===== src/rtl/rmii_pkg.sv =====
package rmii_pkg;
  localparam int DIBIT_W         = 2;
  localparam int BYTE_W          = 8;
  localparam int DIBITS_PER_BYTE = BYTE_W / DIBIT_W;
  localparam int DCNT_W          = $clog2(DIBITS_PER_BYTE);
  localparam logic [DIBIT_W-1:0] SFD_TAIL = 2'b11;
endpackage


===== src/rtl/rmii_slot_tick.sv =====
module rmii_slot_tick #(
  parameter int DIV = 10
) (
  input  logic clk_i,
  input  logic rst_ni,
  input  logic slow_i,
  output logic tick_o
);
  localparam int CW = (DIV > 1) ? $clog2(DIV) : 1;
  localparam logic [CW-1:0] LAST = CW'(DIV - 1);

  logic [CW-1:0] cnt_q;

  // one slot per DIV clocks at low rate, every clock otherwise
  always_ff @(posedge clk_i or negedge rst_ni) begin
    if (!rst_ni)                     cnt_q <= '0;
    else if (!slow_i || cnt_q == LAST) cnt_q <= '0;
    else                             cnt_q <= cnt_q + 1'b1;
  end

  assign tick_o = !slow_i || (cnt_q == '0);
endmodule


===== src/rtl/rmii_tx_ser.sv =====
module rmii_tx_ser
  import rmii_pkg::*;
(
  input  logic              clk_i,
  input  logic              rst_ni,
  input  logic              tick_i,
  input  logic [BYTE_W-1:0] data_i,
  input  logic              valid_i,
  output logic              ready_o,
  output logic [DIBIT_W-1:0] txd_o,
  output logic              txen_o
);
  logic [BYTE_W-DIBIT_W-1:0] sh_q;
  logic [DCNT_W-1:0]         rem_q;
  logic                      need;

  assign need    = !txen_o || (rem_q == '0);
  assign ready_o = tick_i && need;

  always_ff @(posedge clk_i or negedge rst_ni) begin
    if (!rst_ni) begin
      sh_q   <= '0;
      rem_q  <= '0;
      txd_o  <= '0;
      txen_o <= 1'b0;
    end else if (tick_i) begin
      if (need) begin
        if (valid_i) begin
          txd_o  <= data_i[DIBIT_W-1:0];
          sh_q   <= data_i[BYTE_W-1:DIBIT_W];
          rem_q  <= DCNT_W'(DIBITS_PER_BYTE - 1);
          txen_o <= 1'b1;
        end else begin
          txd_o  <= '0;
          sh_q   <= '0;
          rem_q  <= '0;
          txen_o <= 1'b0;
        end
      end else begin
        txd_o <= sh_q[DIBIT_W-1:0];
        sh_q  <= sh_q >> DIBIT_W;
        rem_q <= rem_q - 1'b1;
      end
    end
  end
endmodule


===== src/rtl/rmii_rx_deser.sv =====
module rmii_rx_deser
  import rmii_pkg::*;
(
  input  logic               clk_i,
  input  logic               rst_ni,
  input  logic               tick_i,
  input  logic [DIBIT_W-1:0] rxd_i,
  input  logic               crs_dv_i,
  input  logic               rxer_i,
  output logic [BYTE_W-1:0]  data_o,
  output logic               valid_o,
  output logic               err_o,
  output logic               last_o,
  output logic               carrier_o
);
  logic                      in_frame_q, aligned_q, err_acc_q;
  logic [DIBIT_W-1:0]        prev_d_q;
  logic                      prev_crs_q, prev_er_q;
  logic [DCNT_W-1:0]         cnt_q;
  logic [BYTE_W-DIBIT_W-1:0] sr_q;

  // Each dibit is committed one slot late, once the next slot shows whether
  // it belonged to the frame.
  always_ff @(posedge clk_i or negedge rst_ni) begin
    if (!rst_ni) begin
      in_frame_q <= 1'b0;
      aligned_q  <= 1'b0;
      err_acc_q  <= 1'b0;
      prev_d_q   <= '0;
      prev_crs_q <= 1'b0;
      prev_er_q  <= 1'b0;
      cnt_q      <= '0;
      sr_q       <= '0;
      data_o     <= '0;
      valid_o    <= 1'b0;
      err_o      <= 1'b0;
      last_o     <= 1'b0;
      carrier_o  <= 1'b0;
    end else begin
      valid_o <= 1'b0;
      last_o  <= 1'b0;
      if (tick_i) begin
        if (!in_frame_q) begin
          if (crs_dv_i) begin
            in_frame_q <= 1'b1;
            carrier_o  <= 1'b1;
            prev_d_q   <= rxd_i;
            prev_crs_q <= 1'b1;
            prev_er_q  <= rxer_i;
            aligned_q  <= 1'b0;
            cnt_q      <= '0;
            err_acc_q  <= 1'b0;
          end
        end else if (!prev_crs_q && !crs_dv_i) begin
          in_frame_q <= 1'b0;
          aligned_q  <= 1'b0;
          carrier_o  <= 1'b0;
          last_o     <= 1'b1;
        end else begin
          prev_d_q   <= rxd_i;
          prev_crs_q <= crs_dv_i;
          prev_er_q  <= rxer_i;
          if (!crs_dv_i) carrier_o <= 1'b0;
          if (!aligned_q) begin
            if (prev_d_q == SFD_TAIL) begin
              aligned_q <= 1'b1;
              cnt_q     <= '0;
              err_acc_q <= 1'b0;
            end
          end else if (cnt_q == DCNT_W'(DIBITS_PER_BYTE - 1)) begin
            data_o    <= {prev_d_q, sr_q};
            valid_o   <= 1'b1;
            err_o     <= err_acc_q | prev_er_q;
            err_acc_q <= 1'b0;
            cnt_q     <= '0;
          end else begin
            sr_q      <= {prev_d_q, sr_q[BYTE_W-DIBIT_W-1:DIBIT_W]};
            cnt_q     <= cnt_q + 1'b1;
            err_acc_q <= err_acc_q | prev_er_q;
          end
        end
      end
    end
  end
endmodule


===== src/rtl/rmii_mac_adapter.sv =====
module rmii_mac_adapter
  import rmii_pkg::*;
#(
  parameter int SLOW_DIV = 10
) (
  input  logic               clk_i,
  input  logic               rst_ni,
  input  logic               speed_10_i,
  input  logic               full_duplex_i,
  input  logic [BYTE_W-1:0]  tx_data_i,
  input  logic               tx_valid_i,
  output logic               tx_ready_o,
  output logic [DIBIT_W-1:0] rmii_txd_o,
  output logic               rmii_txen_o,
  input  logic [DIBIT_W-1:0] rmii_rxd_i,
  input  logic               rmii_crs_dv_i,
  input  logic               rmii_rxer_i,
  output logic [BYTE_W-1:0]  rx_data_o,
  output logic               rx_valid_o,
  output logic               rx_err_o,
  output logic               rx_last_o,
  output logic               carrier_o,
  output logic               col_o
);
  logic slot_tick;

  rmii_slot_tick #(.DIV(SLOW_DIV)) u_tick (
    .clk_i  (clk_i),
    .rst_ni (rst_ni),
    .slow_i (speed_10_i),
    .tick_o (slot_tick)
  );

  rmii_tx_ser u_tx (
    .clk_i   (clk_i),
    .rst_ni  (rst_ni),
    .tick_i  (slot_tick),
    .data_i  (tx_data_i),
    .valid_i (tx_valid_i),
    .ready_o (tx_ready_o),
    .txd_o   (rmii_txd_o),
    .txen_o  (rmii_txen_o)
  );

  rmii_rx_deser u_rx (
    .clk_i     (clk_i),
    .rst_ni    (rst_ni),
    .tick_i    (slot_tick),
    .rxd_i     (rmii_rxd_i),
    .crs_dv_i  (rmii_crs_dv_i),
    .rxer_i    (rmii_rxer_i),
    .data_o    (rx_data_o),
    .valid_o   (rx_valid_o),
    .err_o     (rx_err_o),
    .last_o    (rx_last_o),
    .carrier_o (carrier_o)
  );

  // no dedicated pin, derived from transmit activity and receive carrier
  assign col_o = !full_duplex_i && rmii_txen_o && carrier_o;
endmodule


===== config.mk =====
export PLATFORM = sky130hd
export DESIGN_NAME = rmii_mac_adapter
export DESIGN_NICKNAME = d
export VERILOG_FILES = /design/src/rtl/rmii_pkg.sv /design/src/rtl/rmii_slot_tick.sv /design/src/rtl/rmii_tx_ser.sv /design/src/rtl/rmii_rx_deser.sv /design/src/rtl/rmii_mac_adapter.sv
export SDC_FILE = /design/constraint.sdc
export NUM_CORES = 1
export LEC_CHECK = 0
export ABC_AREA = 1
export BUFFER_PORTS_ARGS = -buffer_cell sky130_fd_sc_hd__buf_2
export CAP_MARGIN = 20
export CORE_ASPECT_RATIO = 2
export CORE_MARGIN = 5
export CORE_UTILIZATION = 55
export CTS_CLUSTER_SIZE = 40
export DETAILED_ROUTE_END_ITERATION = 16
export PLACE_DENSITY = 0.79
export SYNTH_ARGS = -nofsm -noshare
export SYNTH_HDL_FRONTEND = slang
export SYNTH_SLANG_ARGS = --single-unit

===== constraint.sdc =====
create_clock -name clk_i -period 1.4 [get_ports clk_i]
set_input_delay 0.07 -clock clk_i [delete_from_list [all_inputs] [get_ports clk_i]]
set_output_delay 0.07 -clock clk_i [all_outputs]
set_load 0.01 [all_outputs]

Word level (Yosys, flattened, before mapping). Cells that the tools add are included. Widths: inputs -> output; s select.

Bits in registers: 42. Output and inout bits: 17.

$add $sub $neg: 3. Equality and inequality tests: 6. Multiplexer cells: 47. Bitwise logic cells: 3. Reduce and logical (&&, ||, !) cells: 22.

Operators by type and width (count): $mux 1 (31); $mux 2 (13); $mux 6 (2); $reduce_and 5->1 (2); $ne 3x3->1 const B (2); $reduce_and 3->1 (2); $logic_not 1->1 (5); $add 4x1->4 const B (1); $eq 2x2->1 const B (2); $eq 4x4->1 const B (1); $logic_and 1x1->1 (4); $logic_not 4->1 (1); $mux 4 (1); $reduce_and 2->1 (2); $reduce_and 4->1 (1); $logic_or 1x1->1 (3); $add 2x1->2 const B (1); $logic_not 2->1 (1); $ne 2x2->1 const B (1); $not 1->1 (2); $reduce_bool 2->1 (1); $sub 2x1->2 const B (1); $or 1x1->1 (1).

Logic depth before layout (Yosys ltp). Gate-level depths: netlist of run 1.

Word-level depth: 6. Depth in mapped cells: 10. Depth with buffers taken out: 10.

Cells and area by module. From an unflattened synthesis of run 1, not the netlist that was laid out.

Cells, all modules: 246. Area, all modules: 2088.3 sq um.

By module, submodules not included: rmii_rx_deser (instances 1, cells each 138, area each 1244.9 sq um, sequential area each 675.6 sq um); rmii_tx_ser (instances 1, cells each 80, area each 610.6 sq um, sequential area each 275.3 sq um); rmii_slot_tick (instances 1, cells each 26, area each 222.7 sq um, sequential area each 100.1 sq um); rmii_mac_adapter (instances 1, cells each 2, area each 10.0 sq um, sequential area each 0.0 sq um).

Least setup slack after synthesis of run 1. Ideal clock, no wire load.

Path type: register to register. Start: register u_tx.rem_q[0]. End: register u_tx.sh_q[0]. Arrival: 1.162 ns. Required time: 1.284 ns. Path slack: 0.121 ns. Cell stages (with the launch flop): 11. Path buffers: 0. Period minus slack after synthesis: 1.279 ns. Path through: dfrtp_1 inv_1 ha_1 inv_1 nand2_1 nand2_1 inv_1 nand2_1 nand2_1 nand2_1 nand2_1.

Cells in the longest elaborated chain, start to end: 3.

Ends and longest elaborated chain: start, declared (RTL line rmii_tx_ser.sv:14) `logic [DCNT_W-1:0] rem_q;`; start signal, assigned (RTL line rmii_tx_ser.sv:31) `rem_q <= DCNT_W'(DIBITS_PER_BYTE - 1);`; start signal, assigned (RTL line rmii_tx_ser.sv:42) `rem_q <= rem_q - 1'b1;`; $logic_not 2->1 (RTL line rmii_tx_ser.sv:17) `assign need = !txen_o || (rem_q == '0);`; $logic_or 1x1->1 (RTL line rmii_tx_ser.sv:17); $mux 6 (RTL line rmii_tx_ser.sv:27) `if (need) begin`; end signal, assigned (RTL line rmii_tx_ser.sv:30) `sh_q <= data_i[BYTE_W-1:DIBIT_W];`; end signal, assigned (RTL line rmii_tx_ser.sv:41) `sh_q <= sh_q >> DIBIT_W;`; end, declared (RTL line rmii_tx_ser.sv:13) `logic [BYTE_W-DIBIT_W-1:0] sh_q;`.

Every way passes these cells. A chain may end at the register's enable or synchronous reset.

Worst setup path after layout of run 1.
Start: register u_tick.cnt_q[3]. End: output tx_ready_o.

Cells in the longest elaborated chain, start to end: 3.

Ends and longest elaborated chain: start, declared (RTL line rmii_slot_tick.sv:12) `logic [CW-1:0] cnt_q;`; start signal, assigned (RTL line rmii_slot_tick.sv:18) `else cnt_q <= cnt_q + 1'b1;`; $logic_not 4->1 (RTL line rmii_slot_tick.sv:21) `assign tick_o = !slow_i || (cnt_q == '0);`; $logic_or 1x1->1 (RTL line rmii_slot_tick.sv:21); $logic_and 1x1->1 (RTL line rmii_tx_ser.sv:18) `assign ready_o = tick_i && need;`; end, declared (RTL line rmii_mac_adapter.sv:12) `output logic tx_ready_o,`.

Every way passes these cells.

==> flow_summary.ini, run 1 <==
[logic_synthesis]
synth_edf_count = 0
netlist.top_cell.by_area = dfrtp_1
synthTopCellsByArea = dfrtp_1, nand2_1, o21ai_2
synth_most_common_cell = nand2_1
yosysUniqueCellTypes = 19
synth.avg_cell_area_um2 = 8.815
synth_area_mm2 = 0.001948
ys_async_sr_fraction_pct = 100.0
synth_top_area_share_pct = 53.95
yosysSeqAreaShare_pct = 53.95
ys_top_cells_by_count = nand2_1, dfrtp_1, inv_1
synth_cells = 221
synth_seq_cells = 42
postSynthNetCount = 245
yosysWarnings = 0
synth-main-ff-cell = dfrtp_1

[floorplanning]
start_util_pct = 57.03
die_width_um = 52.09
io_pins = 34
rows = 30
fp.coreArea_mm2 = 0.003416
die_h_um = 94.17
fp.dieArea_mm2 = 0.004905

[worst_setup_path]
cpPeakStageDelay_ns = 0.42
crit_top_cell = nand2_4
path_buf_inv = 3
crit_path_top_delay_cell = dfrtp_1
critPathMaxFanout = 3
ff2ff_path_depth = 8
end_kind = output pin
worstPathRequired_ns = 1.33
regToRegSetupSlack_ns = 0.03
crit_chain = nor2_2 -> nand2_4 -> nand2_4 -> buf_8 -> nand2_4 -> inv_2 -> buf_6
start_kind = flop
critPathTopFamily = flip-flops
r2r_start = u_tick.cnt_q[3]
worstPathArrival_ns = 1.33
crit_type = flop to output pin
regToRegEndpoint = u_rx.data_o[7]

[place]
hpwl_um = 2849
io_buffers = 33
dp_cells = 309
place_congestion = 0.8004
dp_worst_setup_slack_ns = 0.02449
dpl_cell_area_mm2 = 0.002238

[sta]
fin_crit_sh_pct = 99.66
final.setup.worst_slack_ns = 0.004737
fin_setup_tns_ns = 0
whs_ns = 0.006285
fmax_ghz = 0.7167
finalHoldViolCount = 0
slew_headroom_pct = 65.80
skew_ns = 0.005168
drv_slew = 0
finalSetupViolCount = 0
layout_min_cycle_time_ns = 1.395
rsz0062_at_grt = yes
worstMarginPinSlew_ns = 0.5130

[global_route]
use_met2_pct = 38.45
grt_start_max_net_pins = 43
grt_pass1_wl_um = 7169
grt_pass1_vias = 1731
grt_antenna_before_repair = 0
met1_usage_pct = 17.84
busiest_layer = met2
use_met3_pct = 4.452
grt_usage_pct = 19.48
grt_overflow = 0

[run_status]
status = complete, no violations

[clock_tree]
cts_made_buffers = 5
cts_sinks = 42
clk_pin_slew_ns = 0.08
htree_levels = 2
clockBufferDepth = 2
root_buffer = clkbuf_8
clk_latency_ns = 0.30
cts_tree = done

[final_layout]
drive_above_1_share_pct = 37.68
utilization_pct = 76.34
area_growth_pct = 33.85
instances_no_fill = 332
n_antenna_cell = 0
nets = 307
fin_area_mm2 = 0.002608

[power]
total_power_mw = 4.303
pwr_density_cell_mw_per_mm2 = 1650
pwr-share-clk_pct = 22.2
ir_drop_mv = 1.158
p_int_mw = 2.749
switching_share_pct = 36.13
p_seq_share_pct = 41.2
combPwrFrac_pct = 36.7
power.static_leakage_nw = 1.395
p_switching_mw = 1.555

[worst_hold_path]
hp-class = input pin to flop
hp-start = tx_data_i[6]
hold_depth = 3
whs_endpoint = u_tx.sh_q[4]

[job]
maxCapViolations = 0

[detailed_routing]
first_pass_iters = 4
drt_wl_total_um = 4451
via_per_inst = 5.111
drc = 0
vias = 1697
drt-wirelength-per-cell_um = 13.41
drtIter0Drc = 53
ant_nets = 0
==> cell usage in the layout (no fill, tap or decap), types with 3 or more instances in the layout <==
master / n
ha_1: 4
buf_4: 20
buf_6: 4
nand2_2: 5
clkbuf_8: 5
nand3_1: 11
nand3_2: 3
inv_2: 8
o21ai_0: 10
inv_1: 21
nand2_4: 3
buf_2: 32
ha_4: 3
nand2_1: 66
nor2_1: 11
o21ai_2: 13
dfrtp_1: 41
nand4_1: 5
==> repair_timing <==
item,CTS,global route
hold buffers,1,0
setup buffers,7,6
gates cloned,0,2
hold endpoints to repair,42,0
resized for setup,14,25
endpoints found under the setup margin,2,30
pin swaps,2,4
==> kinds of logic after synthesis <==
logic type,after synthesis,synth area share [%]
and+or+nand+nor,109,23.51
buffers and inverters,34,7.514
adders and majority gates,7,4.496
AOI/OAI and AO/OA,27,9.634
DFF,42,53.95
xor gates and xnor gates,2,0.8993
==> layout make-up <==
class                      count  area (µm²)
sequential                    42        1052
multi-input combinational    145       850.8
clock buffer                   6       72.57
timing repair buffer          60       425.4
clock inverter                 2       37.54
inverter                      29       108.9
fill                         246       808.3
tap                           48       60.06
==> per-layer routing <==
metal  wire [µm]  part of all wire, %  vias to the layer above
li1            -                    -                      818
met1        1501                   34                      820
met2        2653                   60                       46
met3         191                  4.3                       13
met4         106                  2.4                        0
met5           0                    0                        -
==> state kept, by name, summed over array words and instances, names as in the netlist, 2 cells and up <==
signal         cells
u_rx.cnt_q         2
u_rx.data_o        8
u_rx.prev_d_q      2
u_rx.sr_q          6
u_tick.cnt_q       4
u_tx.rem_q         2
u_tx.sh_q          6
u_tx.txd_o         2
==> power groups by stage <==
| stage | logic, mW | clock network (mW) | registers, mW |
|---|---|---|---|
| after global placement | 1.20 | 0 | 1.76 |
| after detailed placement | 1.24 | 0 | 1.77 |
| after global routing | 1.78 | 1.03 | 1.81 |
| after floorplan | 0.801 | 0 | 1.75 |
| after CTS | 1.40 | 0.964 | 1.75 |
| final | 1.58 | 0.953 | 1.77 |
==> worst reg2reg max path, stage by stage (launching register included) <==
cell and delay, ns:
dfrtp_1 0.42, nor2_2 0.18, nand2_4 0.07, nand2_4 0.08, buf_6 0.13, nand2_2 0.10, clkbuf_16 0.18, nand2_2 0.06
o21ai_2 0.05
==> how the worst max path moves through the flow <==
stage | start | end | cells past startpoint
after CTS | u_tick.cnt_q[2] | tx_ready_o | 7
after detailed placement | u_tick.cnt_q[1] | u_tx.txen_o | 8
after global routing | u_tick.cnt_q[1] | tx_ready_o | 8
after floorplan | u_tx.rem_q[0] | u_tx.sh_q[0] | 10
final | u_tick.cnt_q[3] | tx_ready_o | 7
after global placement | u_tick.cnt_q[1] | u_tx.txen_o | 8
No activity file was read; power rests on OpenSTA's default activity.
==> run 2, diff against run 1 <==
--- a/config.mk
+++ b/config.mk
@@ -9,7 +9,6 @@
 export BUFFER_PORTS_ARGS = -buffer_cell sky130_fd_sc_hd__buf_2
 export CAP_MARGIN = 20
 export CORE_ASPECT_RATIO = 2
-export CORE_MARGIN = 5
 export CORE_UTILIZATION = 55
 export CTS_CLUSTER_SIZE = 40
 export DETAILED_ROUTE_END_ITERATION = 16
==> flow_summary.ini, run 2 (same netlist as run 1, synthesis figures left out) <==
[final_layout]
nFillCells = 232
max_flop_register = u_rx.data_o
largest_reg_flops = 8
layout_common_cells = nand2_1, dfrtp_1, buf_2, inv_1, buf_4
layout.area.seq_mm2 = 0.001051
multi_input_area_um2 = 822.0
layout_commonest_cell = nand2_1
reg_top3 = u_rx.data_o: 8 flops, u_rx.sr_q: 6 flops, u_tx.sh_q: 6 flops
area_growth_pct = 31.15
nets = 308
n_antenna_cell = 0
drive_above_1_share_pct = 35.56
utilization_pct = 75.63

[sta]
slew_headroom_pct = 65.00
worstMarginPinSlew_ns = 0.5251
whs_ns = -0.002141
finalHoldViolCount = 1
rsz0062_at_grt = yes
fmax_ghz = 0.7102
fin_crit_sh_pct = 100.6
drv_slew = 0
final.setup.worst_slack_ns = -0.008025
skew_ns = 0.004445
layout_min_cycle_time_ns = 1.408
finalSetupViolCount = 4
fin_setup_tns_ns = -0.02297

[power]
ir_drop_mv = 1.204
total_power_mw = 4.066
power.static_leakage_nw = 1.413
pwr_density_cell_mw_per_mm2 = 1591
combPwrFrac_pct = 39.0
p_seq_share_pct = 43.2
switching_share_pct = 37.43
p_int_mw = 2.544
p_switching_mw = 1.522
pwr-share-clk_pct = 17.9

[floorplanning]
rows = 30
start_util_pct = 57.67
fp.coreArea_mm2 = 0.003378
die_width_um = 44.09
io_pins = 34
die_h_um = 86.17
fp.dieArea_mm2 = 0.003799

[clock_tree]
cts_made_buffers = 5
cts_tree = done
htree_levels = 2
clk_latency_ns = 0.30
root_buffer = clkbuf_8
clk_pin_slew_ns = 0.07
cts_sinks = 42
clockBufferDepth = 2

[global_route]
grt_pass1_vias = 1599
grt_overflow = 0
grt_usage_pct = 23.17
grt_antenna_before_repair = 0
grt_pass1_wl_um = 6568
grt_start_max_net_pins = 43

[detailed_routing]
vias = 1675
ant_nets = 0
drtIter0Drc = 66
via_per_inst = 5.301
first_pass_iters = 6
drc = 0
drt-wirelength-per-cell_um = 13.92
drt_wl_total_um = 4399

[worst_setup_path]
end_kind = flop
worstPathArrival_ns = 1.60
r2r_start = u_rx.cnt_q[0]
critPathLaunch = u_rx.cnt_q[0]
critPathMaxFanout = 8
start_kind = flop
worstPathRequired_ns = 1.60
crit_type = flop to flop

[place]
io_buffers = 33
place_congestion = 0.7921
dp_worst_setup_slack_ns = -0.02052
hpwl_um = 2592

[run_status]
violations = hold timing, setup timing
status = finished, violations left

[job]
maxCapViolations = 0

[worst_hold_path]
hp-class = input pin to flop
hp-start = rmii_rxer_i
-- run 2: power by group through the flow --
| stage | clock (mW) | combinational, mW | sequential (mW) |
|---|---|---|---|
| after floorplan | 0 | 0.801 | 1.75 |
| after global placement | 0 | 1.25 | 1.74 |
| after detailed placement | 0 | 1.29 | 1.75 |
| after CTS | 0.749 | 1.37 | 1.74 |
| after global routing | 0.790 | 1.76 | 1.79 |
| final | 0.727 | 1.58 | 1.75 |
-- run 2: what timing repair did --
item | in CTS | in global routing
hold buffers | 1 | 0
setup endpoints to repair | 2 | 31
endpoints found under the hold margin | 42 | 0
pin swaps | 2 | 3
gates resized for setup | 11 | 23
buffers inserted | 6 | 6
gates cloned | 0 | 3
-- run 2: through the flow --
| step | hold slack, ns | cell area, µm² | cells |
|---|---|---|---|
| 3_3_place_gp | 0.1635 | 2233 | 295 |
| 3_5_place_dp | 0.1637 | 2233 | 295 |
| 6_report | -0.002141 | 2555 | 316 |
| 2_1_floorplan | -0.2256 | 1948 | 221 |
| 4_1_cts | 0.001558 | 2392 | 308 |
| 5_1_grt | 0.01841 | 2555 | 316 |
-- run 2: worst paths after layout --
path / to / slack [ns] / cells past startpoint
worst max-delay path: u_rx.data_o[0] / -0.008 / 7
worst min-delay path: u_rx.prev_er_q / -0.002 / 3
worst max register to register: u_rx.data_o[0] / -0.008 / 7
worst min register to register: u_rx.data_o[0] / 0.47 / 2
max in group asynchronous: u_tx.sh_q[4] / 0.67 / 3
min in group asynchronous: u_rx.data_o[6] / 0.37 / 3
-- run 2: worst max-delay path: stages, from the launching register on --
cell and delay, ns:
dfrtp_1 0.38, ha_1 0.19, inv_1 0.08, nor3_4 0.26, nand2_4 0.11, clkbuf_16 0.18, nand2_1 0.06, nand2_1 0.05
-- run 2: metal layers --
layer	share of wire, %	global-route usage (%)	vias to the layer above
met5	0	0	-
met4	4.2	13.77	0
met3	2.9	4.000	16
met2	58	43.05	45
met1	35	22.01	794
li1	-	-	820
-- run 2: cell type report --
cell class	instances	share of cell area [%]
repair buffers	61	17.78
clock buffers	5	2.693
flip-flops and latches	42	41.14
well taps	32	1.567
clock inverters	2	0.3918
multi-input cells	145	32.17
inverters	29	4.261
